<file path="config.mk">
export PLATFORM = sky130hd
export DESIGN_NAME = gpio_port_bank
export DESIGN_NICKNAME = d
export VERILOG_FILES = /design/src/rtl/gpb_pkg.sv /design/src/rtl/gpb_decode.sv /design/src/rtl/gpb_cfg_reg.sv /design/src/rtl/gpb_sync.sv /design/src/rtl/gpb_pin_mux.sv /design/src/rtl/gpio_port_bank.sv
export SDC_FILE = /design/constraint.sdc
export NUM_CORES = 1
export LEC_CHECK = 0
export BUFFER_PORTS_ARGS = -buffer_cell sky130_fd_sc_hd__buf_2
export CAP_MARGIN = 10
export CORE_AREA = 2 2 238 240
export CTS_BUF_LIST = sky130_fd_sc_hd__clkbuf_2 sky130_fd_sc_hd__clkbuf_4 sky130_fd_sc_hd__clkbuf_8
export CTS_CLUSTER_SIZE = 25
export DETAILED_ROUTE_END_ITERATION = 7
export DIE_AREA = 0 0 240 242
export GPL_TIMING_DRIVEN = 0
export PLACE_DENSITY = 0.58
export SYNTH_ARGS = -nofsm -noshare
export SYNTH_HDL_FRONTEND = slang
export SYNTH_SLANG_ARGS = --single-unit
</file>
<file path="constraint.sdc">
create_clock -name clk -period 1.9 [get_ports clk]
set_clock_uncertainty 0.1 [all_clocks]
set_input_delay 0.095 -clock clk [delete_from_list [all_inputs] [get_ports clk]]
set_output_delay 0.095 -clock clk [all_outputs]
set_load 0.02 [all_outputs]
</file>
<file path="src/rtl/gpb_pkg.sv">
package gpb_pkg;

    localparam int NREG     = 5;
    localparam int NFUNC    = 4;
    localparam int IDX_INT  = 0;
    localparam int IDX_MSK  = 1;
    localparam int IDX_PAT1 = 2;
    localparam int IDX_PAT0 = 3;
    localparam int IDX_PULL = 4;

    localparam logic [7:0] OFS_LEVEL = 8'h00;
    localparam logic [7:0] OFS_SET   = 8'h04;
    localparam logic [7:0] OFS_CLR   = 8'h08;

    typedef enum logic [2:0] {
        PM_FUNC0,
        PM_FUNC1,
        PM_FUNC2,
        PM_FUNC3,
        PM_GPIO_IN,
        PM_GPIO_OUT,
        PM_IRQ
    } pin_mode_e;

    typedef enum logic [1:0] {
        ACC_NONE,
        ACC_PLAIN,
        ACC_SET,
        ACC_CLR
    } acc_e;

    function automatic logic [7:0] reg_base(input int idx);
        case (idx)
            IDX_INT:  return 8'h10;
            IDX_MSK:  return 8'h20;
            IDX_PAT1: return 8'h30;
            IDX_PAT0: return 8'h40;
            default:  return 8'h70;
        endcase
    endfunction

    function automatic logic reg_rst_ones(input int idx);
        return (idx == IDX_MSK) || (idx == IDX_PAT1);
    endfunction

endpackage

</file>
<file path="src/rtl/gpb_decode.sv">
module gpb_decode
    import gpb_pkg::*;
#(
    parameter int ADDR_W = 8
) (
    input  logic              bus_wr,
    input  logic              bus_rd,
    input  logic [ADDR_W-1:0] bus_addr,
    output acc_e              wr_acc [NREG],
    output logic [NREG-1:0]   rd_hit,
    output logic              rd_level
);

    always_comb begin
        for (int i = 0; i < NREG; i++) begin
            wr_acc[i] = ACC_NONE;
            rd_hit[i] = 1'b0;
            if (bus_wr) begin
                if (bus_addr == ADDR_W'(reg_base(i)))
                    wr_acc[i] = ACC_PLAIN;
                else if (bus_addr == ADDR_W'(reg_base(i) + OFS_SET))
                    wr_acc[i] = ACC_SET;
                else if (bus_addr == ADDR_W'(reg_base(i) + OFS_CLR))
                    wr_acc[i] = ACC_CLR;
            end
            if (bus_rd && (bus_addr == ADDR_W'(reg_base(i))))
                rd_hit[i] = 1'b1;
        end
        rd_level = bus_rd && (bus_addr == ADDR_W'(OFS_LEVEL));
    end

endmodule

</file>
<file path="src/rtl/gpb_cfg_reg.sv">
module gpb_cfg_reg
    import gpb_pkg::*;
#(
    parameter int           W   = 32,
    parameter logic [W-1:0] RST = '0
) (
    input  logic         clk,
    input  logic         rst_n,
    input  acc_e         acc,
    input  logic [W-1:0] wdata,
    output logic [W-1:0] q
);

    always_ff @(posedge clk or negedge rst_n) begin
        if (!rst_n) begin
            q <= RST;
        end else begin
            unique case (acc)
                ACC_NONE:  q <= q;
                ACC_PLAIN: q <= wdata;
                ACC_SET:   q <= q | wdata;
                ACC_CLR:   q <= q & ~wdata;
            endcase
        end
    end

    p_plain_load_r2: assert property (@(posedge clk) disable iff (!rst_n)
        (acc == ACC_PLAIN) |=> (q == $past(wdata)));

    p_set_alias_r3: assert property (@(posedge clk) disable iff (!rst_n)
        (acc == ACC_SET) |=> (((q & $past(wdata)) == $past(wdata)) &&
                              ((q & ~$past(wdata)) == ($past(q) & ~$past(wdata)))));

    p_clr_alias_r3: assert property (@(posedge clk) disable iff (!rst_n)
        (acc == ACC_CLR) |=> (((q & $past(wdata)) == '0) &&
                              ((q & ~$past(wdata)) == ($past(q) & ~$past(wdata)))));

    p_hold_r10: assert property (@(posedge clk) disable iff (!rst_n)
        (acc == ACC_NONE) |=> $stable(q));

endmodule

</file>
<file path="src/rtl/gpb_sync.sv">
module gpb_sync #(
    parameter int W      = 32,
    parameter int STAGES = 2
) (
    input  logic         clk,
    input  logic         rst_n,
    input  logic [W-1:0] din,
    output logic [W-1:0] dout
);

    logic [W-1:0] stg [STAGES];

    always_ff @(posedge clk or negedge rst_n) begin
        if (!rst_n) begin
            for (int k = 0; k < STAGES; k++) stg[k] <= '0;
        end else begin
            stg[0] <= din;
            for (int k = 1; k < STAGES; k++) stg[k] <= stg[k-1];
        end
    end

    assign dout = stg[STAGES-1];

    generate
        if (STAGES == 2) begin : g_chk2
            logic [1:0] warm;
            always_ff @(posedge clk or negedge rst_n) begin
                if (!rst_n)              warm <= 2'd0;
                else if (warm != 2'd3)   warm <= warm + 2'd1;
            end
            p_two_edge_lag_r9: assert property (@(posedge clk) disable iff (!rst_n)
                (warm == 2'd3) |-> (dout == $past(din, 2)));
        end
    endgenerate

endmodule

</file>
<file path="src/rtl/gpb_pin_mux.sv">
module gpb_pin_mux
    import gpb_pkg::*;
(
    input  logic             int_b,
    input  logic             msk_b,
    input  logic             pat1_b,
    input  logic             pat0_b,
    input  logic [NFUNC-1:0] f_oe,
    input  logic [NFUNC-1:0] f_do,
    output logic             oe,
    output logic             dout
);

    pin_mode_e mode;

    always_comb begin
        if (int_b) begin
            mode = PM_IRQ;
        end else if (!msk_b) begin
            unique case ({pat1_b, pat0_b})
                2'b00: mode = PM_FUNC0;
                2'b01: mode = PM_FUNC1;
                2'b10: mode = PM_FUNC2;
                2'b11: mode = PM_FUNC3;
            endcase
        end else begin
            mode = pat1_b ? PM_GPIO_IN : PM_GPIO_OUT;
        end
    end

    always_comb begin
        unique case (mode)
            PM_FUNC0:    begin oe = f_oe[0]; dout = f_do[0]; end
            PM_FUNC1:    begin oe = f_oe[1]; dout = f_do[1]; end
            PM_FUNC2:    begin oe = f_oe[2]; dout = f_do[2]; end
            PM_FUNC3:    begin oe = f_oe[3]; dout = f_do[3]; end
            PM_GPIO_OUT: begin oe = 1'b1;    dout = pat0_b;  end
            PM_GPIO_IN:  begin oe = 1'b0;    dout = 1'b0;    end
            default:     begin oe = 1'b0;    dout = 1'b0;    end
        endcase
    end

endmodule

</file>
<file path="src/rtl/gpio_port_bank.sv">
module gpio_port_bank
    import gpb_pkg::*;
#(
    parameter int NPINS       = 32,
    parameter int ADDR_W      = 8,
    parameter int SYNC_STAGES = 2
) (
    input  logic                   clk,
    input  logic                   rst_n,
    input  logic                   bus_wr,
    input  logic                   bus_rd,
    input  logic [ADDR_W-1:0]      bus_addr,
    input  logic [NPINS-1:0]       bus_wdata,
    output logic [NPINS-1:0]       bus_rdata,
    input  logic [NPINS-1:0]       pad_in,
    input  logic [NFUNC*NPINS-1:0] func_oe,
    input  logic [NFUNC*NPINS-1:0] func_dout,
    output logic [NPINS-1:0]       pad_oe,
    output logic [NPINS-1:0]       pad_out,
    output logic [NPINS-1:0]       pull_off,
    output logic [NPINS-1:0]       pin_level,
    output logic [NPINS-1:0]       irq_sel,
    output logic [NPINS-1:0]       irq_msk,
    output logic [NPINS-1:0]       irq_pat1,
    output logic [NPINS-1:0]       irq_pat0
);

    acc_e             wr_acc [NREG];
    logic [NREG-1:0]  rd_hit;
    logic             rd_level;
    logic [NPINS-1:0] cfg_q [NREG];
    logic [NPINS-1:0] rd_val;

    gpb_decode #(.ADDR_W(ADDR_W)) u_dec (
        .bus_wr   (bus_wr),
        .bus_rd   (bus_rd),
        .bus_addr (bus_addr),
        .wr_acc   (wr_acc),
        .rd_hit   (rd_hit),
        .rd_level (rd_level)
    );

    generate
        for (genvar i = 0; i < NREG; i++) begin : g_reg
            gpb_cfg_reg #(
                .W   (NPINS),
                .RST ({NPINS{reg_rst_ones(i)}})
            ) u_reg (
                .clk   (clk),
                .rst_n (rst_n),
                .acc   (wr_acc[i]),
                .wdata (bus_wdata),
                .q     (cfg_q[i])
            );
        end
    endgenerate

    gpb_sync #(.W(NPINS), .STAGES(SYNC_STAGES)) u_sync (
        .clk   (clk),
        .rst_n (rst_n),
        .din   (pad_in),
        .dout  (pin_level)
    );

    generate
        for (genvar p = 0; p < NPINS; p++) begin : g_pin
            gpb_pin_mux u_mux (
                .int_b  (cfg_q[IDX_INT][p]),
                .msk_b  (cfg_q[IDX_MSK][p]),
                .pat1_b (cfg_q[IDX_PAT1][p]),
                .pat0_b (cfg_q[IDX_PAT0][p]),
                .f_oe   ({func_oe[3*NPINS+p], func_oe[2*NPINS+p],
                          func_oe[NPINS+p], func_oe[p]}),
                .f_do   ({func_dout[3*NPINS+p], func_dout[2*NPINS+p],
                          func_dout[NPINS+p], func_dout[p]}),
                .oe     (pad_oe[p]),
                .dout   (pad_out[p])
            );

            p_func_route_r4: assert property (@(posedge clk) disable iff (!rst_n)
                (!cfg_q[IDX_INT][p] && !cfg_q[IDX_MSK][p]) |->
                ((pad_oe[p] == func_oe[int'({cfg_q[IDX_PAT1][p], cfg_q[IDX_PAT0][p]})*NPINS + p]) &&
                 (pad_out[p] == func_dout[int'({cfg_q[IDX_PAT1][p], cfg_q[IDX_PAT0][p]})*NPINS + p])));
        end
    endgenerate

    always_comb begin
        rd_val = rd_level ? pin_level : '0;
        for (int i = 0; i < NREG; i++)
            if (rd_hit[i]) rd_val = rd_val | cfg_q[i];
    end

    always_ff @(posedge clk or negedge rst_n) begin
        if (!rst_n)      bus_rdata <= '0;
        else if (bus_rd) bus_rdata <= rd_val;
        else             bus_rdata <= '0;
    end

    assign pull_off = cfg_q[IDX_PULL];
    assign irq_sel  = cfg_q[IDX_INT];
    assign irq_msk  = cfg_q[IDX_MSK];
    assign irq_pat1 = cfg_q[IDX_PAT1];
    assign irq_pat0 = cfg_q[IDX_PAT0];

    p_irq_quiet_r7: assert property (@(posedge clk) disable iff (!rst_n)
        ((irq_sel & pad_oe) == '0) && ((irq_sel & pad_out) == '0));

    p_gpio_out_r5: assert property (@(posedge clk) disable iff (!rst_n)
        (((~irq_sel & irq_msk & ~irq_pat1) & ~pad_oe) == '0) &&
        (((~irq_sel & irq_msk & ~irq_pat1) & (pad_out ^ irq_pat0)) == '0));

    p_gpio_in_r6: assert property (@(posedge clk) disable iff (!rst_n)
        ((~irq_sel & irq_msk & irq_pat1) & (pad_oe | pad_out)) == '0);

    p_rdata_idle_r10: assert property (@(posedge clk) disable iff (!rst_n)
        !bus_rd |=> (bus_rdata == '0));

    p_level_read_r9: assert property (@(posedge clk) disable iff (!rst_n)
        (bus_rd && (bus_addr == ADDR_W'(OFS_LEVEL))) |=> (bus_rdata == $past(pin_level)));

endmodule

</file>
==> impl_results.md <==
- Status: finished with violations
- Failing checks: setup timing
- DR WL/cell: between 20 and 25 um
- Gr usage total: 0.250
- Reg2reg end: bus_rdata[11]$_DFF_PN0_
- Pint: 14600 uW
- R2R cell count: 6
- Most frequent cells in the layout: buf_2 (535), buf_4 (328), nand2_1 (182), dfrtp_1 (161), o211ai_1 (129)
- CTS buffer count: 49
- Crit end category: output pin
- Count of cell types in the netlist: between 50 and 60
- RSZ-0062 raised after global routing: yes
- Cell chain of the critical path: mux2i_1 > mux2_2 > o22a_1 > nor2_2 > buf_6
- Post-synthesis sequential area ratio: 0.424
- Worst-margin pin slew: ~1.2 ns
- Vias in the first global route: 16907
- Max Cap Viol: 0
- CTS Sinks: 256
- Maximum clock path buffer count: 3
- CTS tree: built
- Worst-Skew Late Latency: 0.64 ns
- DRT antenna net count: 0
- Post-synth top area share: 0.314
- Critical Path Fanout Max: 5
- First-pass GRT wire length: roughly 110000 um
- Dpl cells: 3010
- Share of cells above drive strength 1: 0.535
- P_leak: roughly 0.011 uW
- Initial antenna violation count: 6
- Total gr overflow: 0
- Die height: 242 um
- Top_reg_cell synth: dfrtp_1
- WP data arrival: between 2 and 2.5 ns
- CP startpoint: g_reg[2].u_reg.q[30]$_DFFE_PN1P_
- Site row count: between 80 and 90
- Synthesized area: 15300 um^2
- Width of the die: between 200 and 250 um
- Clock transition at path regs: 0.06 ns
- Via count: 16938
- Clock power frac: 0.265
- Count of pins over their slew limit: 0
- Nets: between 2000 and 3000
- Crit path capture: pad_oe[30]
- H-Tree Level Count: 2
- Fmax: roughly 0.44 GHz
- Final setup margin: -0.357 ns
- Initial DRC count: approximately 1500
- Comb pwr share: 0.411
- Post-synth top area cell: dfrtp_1
- First-pass DRT Iterations: 6
- Core area: ~56000 um^2
- Sw Ratio: 0.364
- RePlAce Congestion: around 0.9
- Top post-synthesis cells by area: dfrtp_1 (31%), buf_4 (11%), dfstp_2 (11%)
- P&R area growth vs syn: 55.7%
- DRC Markers: 0
- Hold Path Depth: 2
- Max incr delay on CP: a little under 0.6 ns
- Period utilization: 1.19
- Pin count of the biggest net entering global routing: roughly 120
- Final setup violation count: slightly above 60
- Commonest non-fill, non-tap cell in the layout: buf_2
- Synth Instances: ~1700
- Synth warn: 0
- Worst R2R Start: g_reg[2].u_reg.q[11]$_DFFE_PN1P_
- P_sw: 8370 uW
- WHS: 0.0356 ns
- Power Total: 23000 uW
- Setup TNS: -7.92 ns
- Synthesized flop and latch total: about 260
- Sequential share of power: 0.324
- Critical path data required time: between 1.5 and 2 ns
- # port buffers: around 600
- Vias per cell: 5.13
- VDD IR-drop max: 654 uV
- Slowest cell on the critical path: dfstp_2
- Starting Density: 0.274
- Post-synthesis net count: 1992
- Min cycle time layout: about 2.3 ns
- Synth async-reset ratio: 1.00
- Pre-CTS setup slack: -1.79 ns
- Final WL: about 76000 um
- Final std cells w/o fill: approximately 3300
- CTS root buffer: clkbuf_8
- PD cells: between 900 and 1000 nW/um^2
- Total die area: 58100 um^2
- R2R setup slack: around 0.06 ns
- Synth Area per Inst: a little over 9 um^2
- Hold Path Class: in -> reg
- I/O pins: between 600 and 700
- Hold Fails Final Rpt: 0
- Crit start category: register
- Critical path type: reg -> out
- Max-slew headroom: 0.195
- EDFF count, synth: 0
- HPWL Detailed: between 50000 and 60000 um
-- kinds of logic (layout without fill, tap and decap cells) --
| family | count (synthesis) | after routing | synth area share |
|---|---|---|---|
| AND/OR/NAND/NOR | 333 | 333 | 0.0973 |
| other | 0 | 2 | 0 |
| XOR/XNOR | 8 | 8 | 0.00458 |
| flip-flops | 256 | 256 | 0.424 |
| AO/OA/AOI/OAI | 559 | 559 | 0.248 |
| buffers and inverters | 420 | 1306 | 0.160 |
| multiplexers | 84 | 84 | 0.0657 |
-- critical path: cells and delay by family, from the launching register on --
kind	cells	cell delay, ns
DFF	1	0.59
buffers and inverters	1	0.13
muxes	2	0.34
AOI/OAI and AO/OA	1	0.25
and+or+nand+nor	1	0.12
-- routing by layer --
metal / share of wire / vias to the layer above / track usage
li1: - / 7480 / -
met1: 0.38 / 8358 / 0.296
met2: 0.49 / 914 / 0.427
met3: 0.093 / 182 / 0.0619
met4: 0.043 / 4 / 0.107
met5: 0.00035 / - / 0
-- cell usage after synthesis (2+ instances only) --
master / number
and2_1: 5
o2bb2ai_1: 10
nand2_1: 186
a222oi_1: 32
a22o_1: 29
o31a_1: 16
nand3b_1: 6
nor4b_1: 2
dfstp_2: 64
nand4_1: 2
xnor2_1: 8
mux4_2: 12
clkbuf_1: 110
dfrtp_1: 192
o22a_1: 2
o32ai_1: 37
a21oi_1: 90
buf_1: 4
nor3_1: 7
mux2_2: 10
nand3_1: 6
buf_2: 28
buf_4: 224
mux2i_1: 62
nor2b_1: 27
o311ai_0: 5
or3b_2: 3
inv_1: 54
nand2b_1: 6
o21a_1: 5
o21ai_0: 144
a41oi_1: 2
a211oi_1: 18
and3_1: 4
o21ai_1: 20
o211ai_1: 129
o22ai_1: 3
o221ai_1: 17
nor2_1: 67
-- worst min-delay path by stage --
stage,endpoint,startpoint
2_1_floorplan,bus_rdata[0]$_DFF_PN0_,rst_n
3_3_place_gp,u_sync.stg[46]$_DFF_PN0_,pad_in[14]
3_5_place_dp,u_sync.dout[3]$_DFF_PN0_,rst_n
4_1_cts,u_sync.stg[56]$_DFF_PN0_,pad_in[24]
5_1_grt,u_sync.stg[34]$_DFF_PN0_,pad_in[2]
6_report,u_sync.stg[45]$_DFF_PN0_,pad_in[13]
-- stage by stage --
step | area, um^2 | util
after floorplan | 15300 | -
after global placement | 19200 | 0.344
after detailed placement | 19300 | 0.346
after CTS | 23200 | 0.417
after global routing | 23800 | 0.427
final | 23800 | 0.427
-- layout make-up --
| type | count | area [um^2] |
|---|---|---|
| fillers | 5444 | 31900 |
| multi-input cells | 984 | 7090 |
| flip-flops and latches | 256 | 6530 |
| repair buffers | 894 | 6210 |
| plain buffers | 267 | 1730 |
| clock buffers | 83 | 1010 |
| well taps | 756 | 946 |
| inverters | 54 | 208 |
| clock inverters | 8 | 75.1 |
| diodes | 2 | 5.00 |
-- power groups by stage --
stage | clock, uW | combinational [uW] | sequential (uW)
2_1_floorplan | 0 | 5060 | 7140
3_3_place_gp | 0 | 7300 | 7320
3_5_place_dp | 0 | 7420 | 7360
4_1_cts | 6190 | 9040 | 7370
5_1_grt | 6430 | 10000 | 7550
6_report | 6090 | 9440 | 7450
-- sequential cells by signal, summed over array words and instances (netlist names) --
| signal | cells |
|---|---|
| bus_rdata | 32 |
| g.u_reg.q | 160 |
| u_sync.dout | 32 |
| u_sync.stg | 32 |
-- what timing repair did --
action | CTS | global route
hold buffers | 98 | 0
setup endpoints to repair | 163 | 185
cloned | 0 | 0
gates resized for setup | 325 | 134
setup buffers | 179 | 28
endpoints found under the hold margin | 396 | 0
pin swaps | 102 | 78
(Power assumes the default switching activity.)
